### config.mk
export PLATFORM = sky130hd
export DESIGN_NAME = fuse_prog_ctrl
export DESIGN_NICKNAME = d
export VERILOG_FILES = /design/src/rtl/fpc_pkg.sv /design/src/rtl/fpc_lock.sv /design/src/rtl/fpc_check.sv /design/src/rtl/fpc_status.sv /design/src/rtl/fuse_prog_ctrl.sv
export SDC_FILE = /design/constraint.sdc
export NUM_CORES = 1
export LEC_CHECK = 0
export BUFFER_PORTS_ARGS = -buffer_cell sky130_fd_sc_hd__buf_2
export CAP_MARGIN = 20
export CORE_AREA = 8 8 103 105
export DETAILED_ROUTE_END_ITERATION = 7
export DIE_AREA = 0 0 111 113
export MAX_ROUTING_LAYER = met4
export PLACE_DENSITY = 0.44
export SLEW_MARGIN = 5
export SYNTH_ARGS = -nofsm -noshare
export SYNTH_HDL_FRONTEND = slang
export SYNTH_HIERARCHICAL = 1
export SYNTH_SLANG_ARGS = --single-unit
export TNS_END_PERCENT = 5
### constraint.sdc
create_clock -name clk -period 2.3 [get_ports clk]
set_clock_uncertainty 0.15 [all_clocks]
set_input_delay 0.23 -clock clk [delete_from_list [all_inputs] [get_ports clk]]
set_output_delay 0.23 -clock clk [all_outputs]
set_load 0.02 [all_outputs]
### src/rtl/fpc_pkg.sv
package fpc_pkg;

    localparam int SEL_W  = 2;
    localparam int ROW_W  = 6;
    localparam int COL_W  = 5;
    localparam int BIT_W  = ROW_W + COL_W;
    localparam int WORD_W = SEL_W + ROW_W + COL_W;

    typedef struct packed {
        logic [SEL_W-1:0] sel;
        logic [ROW_W-1:0] row;
        logic [COL_W-1:0] col;
    } pgm_word_t;

    typedef enum logic [2:0] {
        CHK_PASS,
        CHK_BAD_ADDR,
        CHK_LOCKED,
        CHK_DISABLED,
        CHK_HD_LOCK,
        CHK_KS_LOCK
    } chk_result_e;

    function automatic logic sel_valid(input logic [SEL_W-1:0] sel);
        return sel != 2'd1;
    endfunction

    function automatic logic [SEL_W-1:0] phys_array(input logic [SEL_W-1:0] sel);
        return (sel == 2'd0) ? 2'd0 : sel - 2'd1;
    endfunction

    function automatic logic [BIT_W-1:0] lin_bit(input pgm_word_t w);
        return {w.row, w.col};
    endfunction

endpackage

### src/rtl/fpc_lock.sv
module fpc_lock #(
    parameter int          KEY_W = 16,
    parameter logic [15:0] KEY   = 16'hDF0D
) (
    input  logic             clk,
    input  logic             rst,
    input  logic             lock_we,
    input  logic [KEY_W-1:0] lock_wdata,
    output logic             locked
);
    always_ff @(posedge clk) begin
        if (rst)
            locked <= 1'b1;
        else if (lock_we)
            locked <= (lock_wdata != KEY[KEY_W-1:0]);
    end

    a_r3_wrong_key_locks: assert property (@(posedge clk) disable iff (rst)
        (lock_we && lock_wdata != KEY[KEY_W-1:0]) |=> locked);
    a_r3_key_unlocks: assert property (@(posedge clk) disable iff (rst)
        (lock_we && lock_wdata == KEY[KEY_W-1:0]) |=> !locked);
endmodule

### src/rtl/fpc_check.sv
module fpc_check
    import fpc_pkg::*;
#(
    parameter int KS_ROW_LO = 24,
    parameter int KS_ROW_HI = 31
) (
    input  pgm_word_t         word,
    input  logic              locked,
    input  logic              pgm_en,
    input  logic              hd_lock,
    input  logic              ks_lock,
    output chk_result_e       result,
    output logic [SEL_W-1:0]  arr,
    output logic [BIT_W-1:0]  bidx
);
    logic upper_arr;
    logic in_ks;

    always_comb begin
        upper_arr = (word.sel == 2'd2) || (word.sel == 2'd3);
        in_ks     = (word.sel == 2'd0) &&
                    (int'(word.row) >= KS_ROW_LO) && (int'(word.row) <= KS_ROW_HI);
        arr       = phys_array(word.sel);
        bidx      = lin_bit(word);
        if (!sel_valid(word.sel))
            result = CHK_BAD_ADDR;
        else if (locked)
            result = CHK_LOCKED;
        else if (!pgm_en)
            result = CHK_DISABLED;
        else if (upper_arr && hd_lock)
            result = CHK_HD_LOCK;
        else if (in_ks && ks_lock)
            result = CHK_KS_LOCK;
        else
            result = CHK_PASS;
    end
endmodule

### src/rtl/fpc_status.sv
module fpc_status #(
    parameter int NFLAG = 2
) (
    input  logic             clk,
    input  logic             rst,
    input  logic             ev_valid,
    input  logic             ev_err,
    input  logic             w1c_we,
    input  logic [NFLAG-1:0] w1c_bits,
    input  logic             mask_we,
    input  logic [NFLAG-1:0] mask_bits,
    output logic [NFLAG-1:0] flags,
    output logic [NFLAG-1:0] mask,
    output logic             irq
);
    logic [NFLAG-1:0] clr;
    logic [NFLAG-1:0] nxt;

    always_comb begin
        clr = w1c_we ? w1c_bits : '0;
        nxt = flags & ~clr;
        if (ev_valid) begin
            nxt[0] = 1'b1;
            nxt[1] = ev_err;
        end
    end

    always_ff @(posedge clk) begin
        if (rst) begin
            flags <= '0;
            mask  <= '1;
        end else begin
            flags <= nxt;
            if (mask_we)
                mask <= mask_bits;
        end
    end

    assign irq = |(flags & mask);

    a_r10_set_wins: assert property (@(posedge clk) disable iff (rst)
        ev_valid |=> flags[0]);
    a_r11_irq_on_done: assert property (@(posedge clk) disable iff (rst)
        (ev_valid && mask[0] && !mask_we) |=> irq);
    a_r10_clear_done: assert property (@(posedge clk) disable iff (rst)
        (w1c_we && w1c_bits[0] && !ev_valid) |=> !flags[0]);
endmodule

### src/rtl/fuse_prog_ctrl.sv
module fuse_prog_ctrl
    import fpc_pkg::*;
#(
    parameter int          ADDR_W    = 8,
    parameter int          DATA_W    = 32,
    parameter logic [15:0] UNLOCK_KEY = 16'hDF0D,
    parameter int          KS_ROW_LO = 24,
    parameter int          KS_ROW_HI = 31
) (
    input  logic              clk,
    input  logic              rst,
    input  logic              bus_we,
    input  logic [ADDR_W-1:0] bus_addr,
    input  logic [DATA_W-1:0] bus_wdata,
    output logic [DATA_W-1:0] bus_rdata,
    input  logic              hd_lock_fuse,
    input  logic              ks_wr_lock,
    output logic              fuse_req,
    output logic [1:0]        fuse_array,
    output logic [10:0]       fuse_bit,
    input  logic              fuse_ack,
    input  logic              fuse_ok,
    output logic              irq
);
    localparam logic [ADDR_W-1:0] OFF_LOCK = 'h00;
    localparam logic [ADDR_W-1:0] OFF_CFG  = 'h04;
    localparam logic [ADDR_W-1:0] OFF_PGM  = 'h08;
    localparam logic [ADDR_W-1:0] OFF_STAT = 'h0C;
    localparam logic [ADDR_W-1:0] OFF_MASK = 'h10;
    localparam int                NFLAG    = 2;

    logic             locked;
    logic             cfg_en;
    pgm_word_t        word_q;
    pgm_word_t        word_in;
    chk_result_e      chk;
    logic [SEL_W-1:0] chk_arr;
    logic [BIT_W-1:0] chk_bit;
    logic             busy;
    logic             pgm_we;
    logic             ev_valid;
    logic             ev_err;
    logic [NFLAG-1:0] flags;
    logic [NFLAG-1:0] mask;

    assign word_in = pgm_word_t'(bus_wdata[WORD_W-1:0]);
    assign pgm_we  = bus_we && (bus_addr == OFF_PGM) && !busy;

    fpc_lock #(.KEY_W(16), .KEY(UNLOCK_KEY)) i_lock (
        .clk        (clk),
        .rst        (rst),
        .lock_we    (bus_we && bus_addr == OFF_LOCK),
        .lock_wdata (bus_wdata[15:0]),
        .locked     (locked)
    );

    fpc_check #(.KS_ROW_LO(KS_ROW_LO), .KS_ROW_HI(KS_ROW_HI)) i_check (
        .word    (word_in),
        .locked  (locked),
        .pgm_en  (cfg_en),
        .hd_lock (hd_lock_fuse),
        .ks_lock (ks_wr_lock),
        .result  (chk),
        .arr     (chk_arr),
        .bidx    (chk_bit)
    );

    always_ff @(posedge clk) begin
        if (rst) begin
            cfg_en     <= 1'b0;
            word_q     <= '0;
            busy       <= 1'b0;
            fuse_array <= '0;
            fuse_bit   <= '0;
        end else begin
            if (bus_we && bus_addr == OFF_CFG && !locked)
                cfg_en <= bus_wdata[1];
            if (pgm_we && !locked)
                word_q <= word_in;
            if (pgm_we && chk == CHK_PASS) begin
                busy       <= 1'b1;
                fuse_array <= chk_arr;
                fuse_bit   <= chk_bit;
            end else if (busy && fuse_ack) begin
                busy <= 1'b0;
            end
        end
    end

    always_comb begin
        ev_valid = 1'b0;
        ev_err   = 1'b0;
        if (busy && fuse_ack) begin
            ev_valid = 1'b1;
            ev_err   = !fuse_ok;
        end else if (pgm_we && chk != CHK_PASS) begin
            ev_valid = 1'b1;
            ev_err   = 1'b1;
        end
    end

    fpc_status #(.NFLAG(NFLAG)) i_status (
        .clk       (clk),
        .rst       (rst),
        .ev_valid  (ev_valid),
        .ev_err    (ev_err),
        .w1c_we    (bus_we && bus_addr == OFF_STAT && !locked),
        .w1c_bits  (bus_wdata[NFLAG-1:0]),
        .mask_we   (bus_we && bus_addr == OFF_MASK && !locked),
        .mask_bits (bus_wdata[NFLAG-1:0]),
        .flags     (flags),
        .mask      (mask),
        .irq       (irq)
    );

    assign fuse_req = busy;

    always_comb begin
        bus_rdata = '0;
        case (bus_addr)
            OFF_LOCK: bus_rdata[0]          = locked;
            OFF_CFG:  bus_rdata[1]          = cfg_en;
            OFF_PGM:  bus_rdata[WORD_W-1:0] = word_q;
            OFF_STAT: bus_rdata[2:0]        = {busy, flags};
            OFF_MASK: bus_rdata[NFLAG-1:0]  = mask;
            default:  bus_rdata = '0;
        endcase
    end

    a_r4_no_burn_locked: assert property (@(posedge clk) disable iff (rst)
        $rose(busy) |-> !$past(locked));
    a_r5_no_burn_disabled: assert property (@(posedge clk) disable iff (rst)
        $rose(busy) |-> $past(cfg_en));
    a_r2_array_range: assert property (@(posedge clk) disable iff (rst)
        fuse_req |-> fuse_array != 2'd3);
    a_r12_hold_stable: assert property (@(posedge clk) disable iff (rst)
        (busy && !fuse_ack) |=> busy && $stable(fuse_bit) && $stable(fuse_array));
    a_r8_ack_done: assert property (@(posedge clk) disable iff (rst)
        (busy && fuse_ack) |=> !busy && flags[0]);
endmodule

==> impl_metrics.toml <==
[timing]
slew_violations = 0
setup-tns-final_ns = 0
max_freq_ghz = 0.5041
setup_viol = 0
finalCriticalPeriod_ns = 1.984
tightest_slew_ns = 0.7623
rsz0062_at_grt = "no"
min_period_over_period_pct = 86.25
slew_headroom_pct = 49.18
finalHoldViolCount = 0
holdWs_ns = 0.06463

[setup_path]
slowest_delay_ns = 0.46
arrival_ns = 1.60
required_ns = 1.92
start_kind = "register"
ff2ff_path_depth = 6
critPathCaptureType = "primary output"
slowest_stage = "or3b_2"
cp_max_fo = 5
reg2reg_from = "cfg_en$_SDFFE_PP0P_"
r2r_slack_ns = 0.51
worstPathCellList = "or3b_2 -> a21oi_1 -> o21ba_2 -> buf_2"
worstSetupPathType = "register to primary output"
r2r_end = "fuse_bit[10]$_SDFFE_PP0P_"

[clock_network]
cts_tree = "done"
clock_latency_ns = 0.28
cts_buffers = 5
root_buffer = "clkbuf_8"
clkTransAtPathRegs_ns = 0.07
hold_buffers = 0
cts.sinks = 33
clockBufferDepth = 2
post_cts_resized = 0
htreeDepth = 2
post-cts-setup-buffers = 0

[synthesis]
synth-simple-area-share_pct = 34.60
synthMuxAreaShare_pct = 13.24
synth-xor-area-share_pct = 0
synth_cell_types = 47
synth_top_family_by_area = "simple AND/OR/NAND/NOR gates"
ys_seq_area_share_pct = 30.00
ys_warn_count = 6
yosys_most_used_dff = "dfxtp_1"
synth_edf_count = 0
netlist_instances = 240
synth_top_area_share_pct = 30.00
netlist_area_mm2 = 0.002202
synth_compound_area_share_pct = 6.477
synth_area_leaders = "dfxtp_1, nand2b_1, mux2i_1"
synth-adder-area-share_pct = 0
synthArstFlopShare_pct = 0
synth_top_cell_by_area = "dfxtp_1"
synth_area_per_cell_um2 = 9.175
yosys_register_bits = 33

[cells_and_area]
register_area_um2 = 660.6
layout_common_cells = "buf_2, nand2b_1, dfxtp_1"
mostFrequentLayoutCell = "buf_2"
n_fill_cell = 1000
fin_area_mm2 = 0.002492
fin_cells = 396
finish.utilization_pct = 27.76
area_growth_pct = 13.18
drive_above_1_share_pct = 28.52
fin_nets = 330
multi_input_area_mm2 = 0.001267

[route]
drcViolationCount = 0
routed_wl_um = 5876
num_vias = 1690
via_per_inst = 4.268
antenna_left = 0
drt_iter0_markers = 72
wl_per_cell_um = 14.84
first_pass_iters = 4

[power_and_ir_drop]
ir_worst_vdd_mv = 0.2163
power_density_mw_per_mm2 = 461.5
leakage_uw = 0.001031

[grt]
grt_pass1_wl_um = 9501
grt_util_all_layers_pct = 9.661
antenna_found_initial = 1
grt-ovfl-total = 0
grt_max_degree = 60
grt_pass1_vias = 1807

[run]
max_cap_violations = 0

[floorplanning]
num_io_pins = 94
start_util_pct = 24.53
die_height_um = 113
row_count = 35
die_x_um = 111
die-area_mm2 = 0.01254
core_mm2 = 0.008977

[min_path]
hp-start = "bus_wdata[6]"
hold_depth = 3
hold_class = "input pin to register"
hold_end = "fuse_bit[6]$_SDFFE_PP0P_"

[status]
status = "finished, final reports clean"

[placement]
hpwl_um = 4494
postPlaceCellArea_mm2 = 0.002407
port-buffer-count = 58
dp.cells = 387
gp_congestion = 0.7606
-- routing by layer --
layer,GRT usage (%),vias to the layer above,share of wire [%]
li1,-,860,-
met1,11.71,773,48
met2,14.90,49,45
met3,3.122,8,5.8
met4,2.973,0,1.1
met5,-,-,0
-- state kept, by name, summed over array words and instances, names as in the netlist --
register        flops
fuse_array          2
fuse_req            1
i_status/flags      2
cfg_en              1
fuse_bit           11
i_lock/locked       1
i_status/mask       2
word_q             13
-- cell usage after synthesis, types with 2 or more instances --
| cell type | number |
|---|---|
| inv_1 | 2 |
| clkbuf_1 | 8 |
| nor3_1 | 2 |
| nor4b_1 | 2 |
| mux2i_1 | 28 |
| o31ai_1 | 3 |
| and3_1 | 10 |
| a211o_1 | 2 |
| dfxtp_1 | 33 |
| buf_6 | 3 |
| nand3b_1 | 6 |
| nand2b_1 | 54 |
| nand4b_1 | 2 |
| o21ba_2 | 2 |
| nand2_1 | 8 |
| nor2b_1 | 5 |
| a21oi_1 | 7 |
| and4b_1 | 2 |
| buf_12 | 2 |
| nor2_1 | 3 |
| buf_4 | 30 |
-- per-stage QoR --
| step | setup slack, ns | total power, uW |
|---|---|---|
| finish | 0.3163 | 1150 |
| floorplan | 0.4758 | 714.6 |
| global route | 0.2207 | 1216 |
| CTS | 0.2950 | 1173 |
| detailed placement | 0.1811 | 735.5 |
| global placement | 0.2292 | 735.6 |
-- how the worst max path moves through the flow --
stage / startpoint / endpoint / slack (ns) / cells past startpoint
finish: i_lock/locked$_SDFFE_PP1P_ / bus_rdata[0] / 0.32 / 4
CTS: i_lock/locked$_SDFFE_PP1P_ / bus_rdata[0] / 0.30 / 4
detailed placement: bus_addr[0] / i_status/mask[0]$_SDFFE_PP1P_ / 0.18 / 6
global placement: bus_addr[0] / i_status/mask[1]$_SDFFE_PP1P_ / 0.23 / 6
floorplan: bus_addr[0] / i_status/mask[0]$_SDFFE_PP1P_ / 0.48 / 5
global route: i_lock/locked$_SDFFE_PP1P_ / bus_rdata[0] / 0.22 / 4
-- cell families after synthesis --
kind of cell / after synthesis
multiplexers: 29
buffers and inverters: 46
AND/OR/NAND/NOR: 111
AO/OA/AOI/OAI: 20
other: 1
flip-flops: 33
-- worst max-delay path: cells and delay by family, from the launching register on --
| kind | cells | cell delay [ns] |
|---|---|---|
| AOI/OAI and AO/OA | 2 | 0.31 |
| and+or+nand+nor | 1 | 0.46 |
| DFF | 1 | 0.40 |
| buffers and inverters | 1 | 0.15 |
-- where the power goes --
part	switching (uW)	internal, uW
Sequential	0.130	571
Combinational	93.9	55.8
Clock	220	210
-- area by class of cell --
class	count	share of cell area [%]
Multi-Input combinational cell	179	50.85
Sequential cell	33	26.51
Timing Repair Buffer	62	13.35
Tap cell	111	5.572
Clock buffer	6	2.912
Clock inverter	2	0.4016
Inverter	2	0.3012
Antenna cell	1	0.1004
Power figures use the tool's default switching activity.
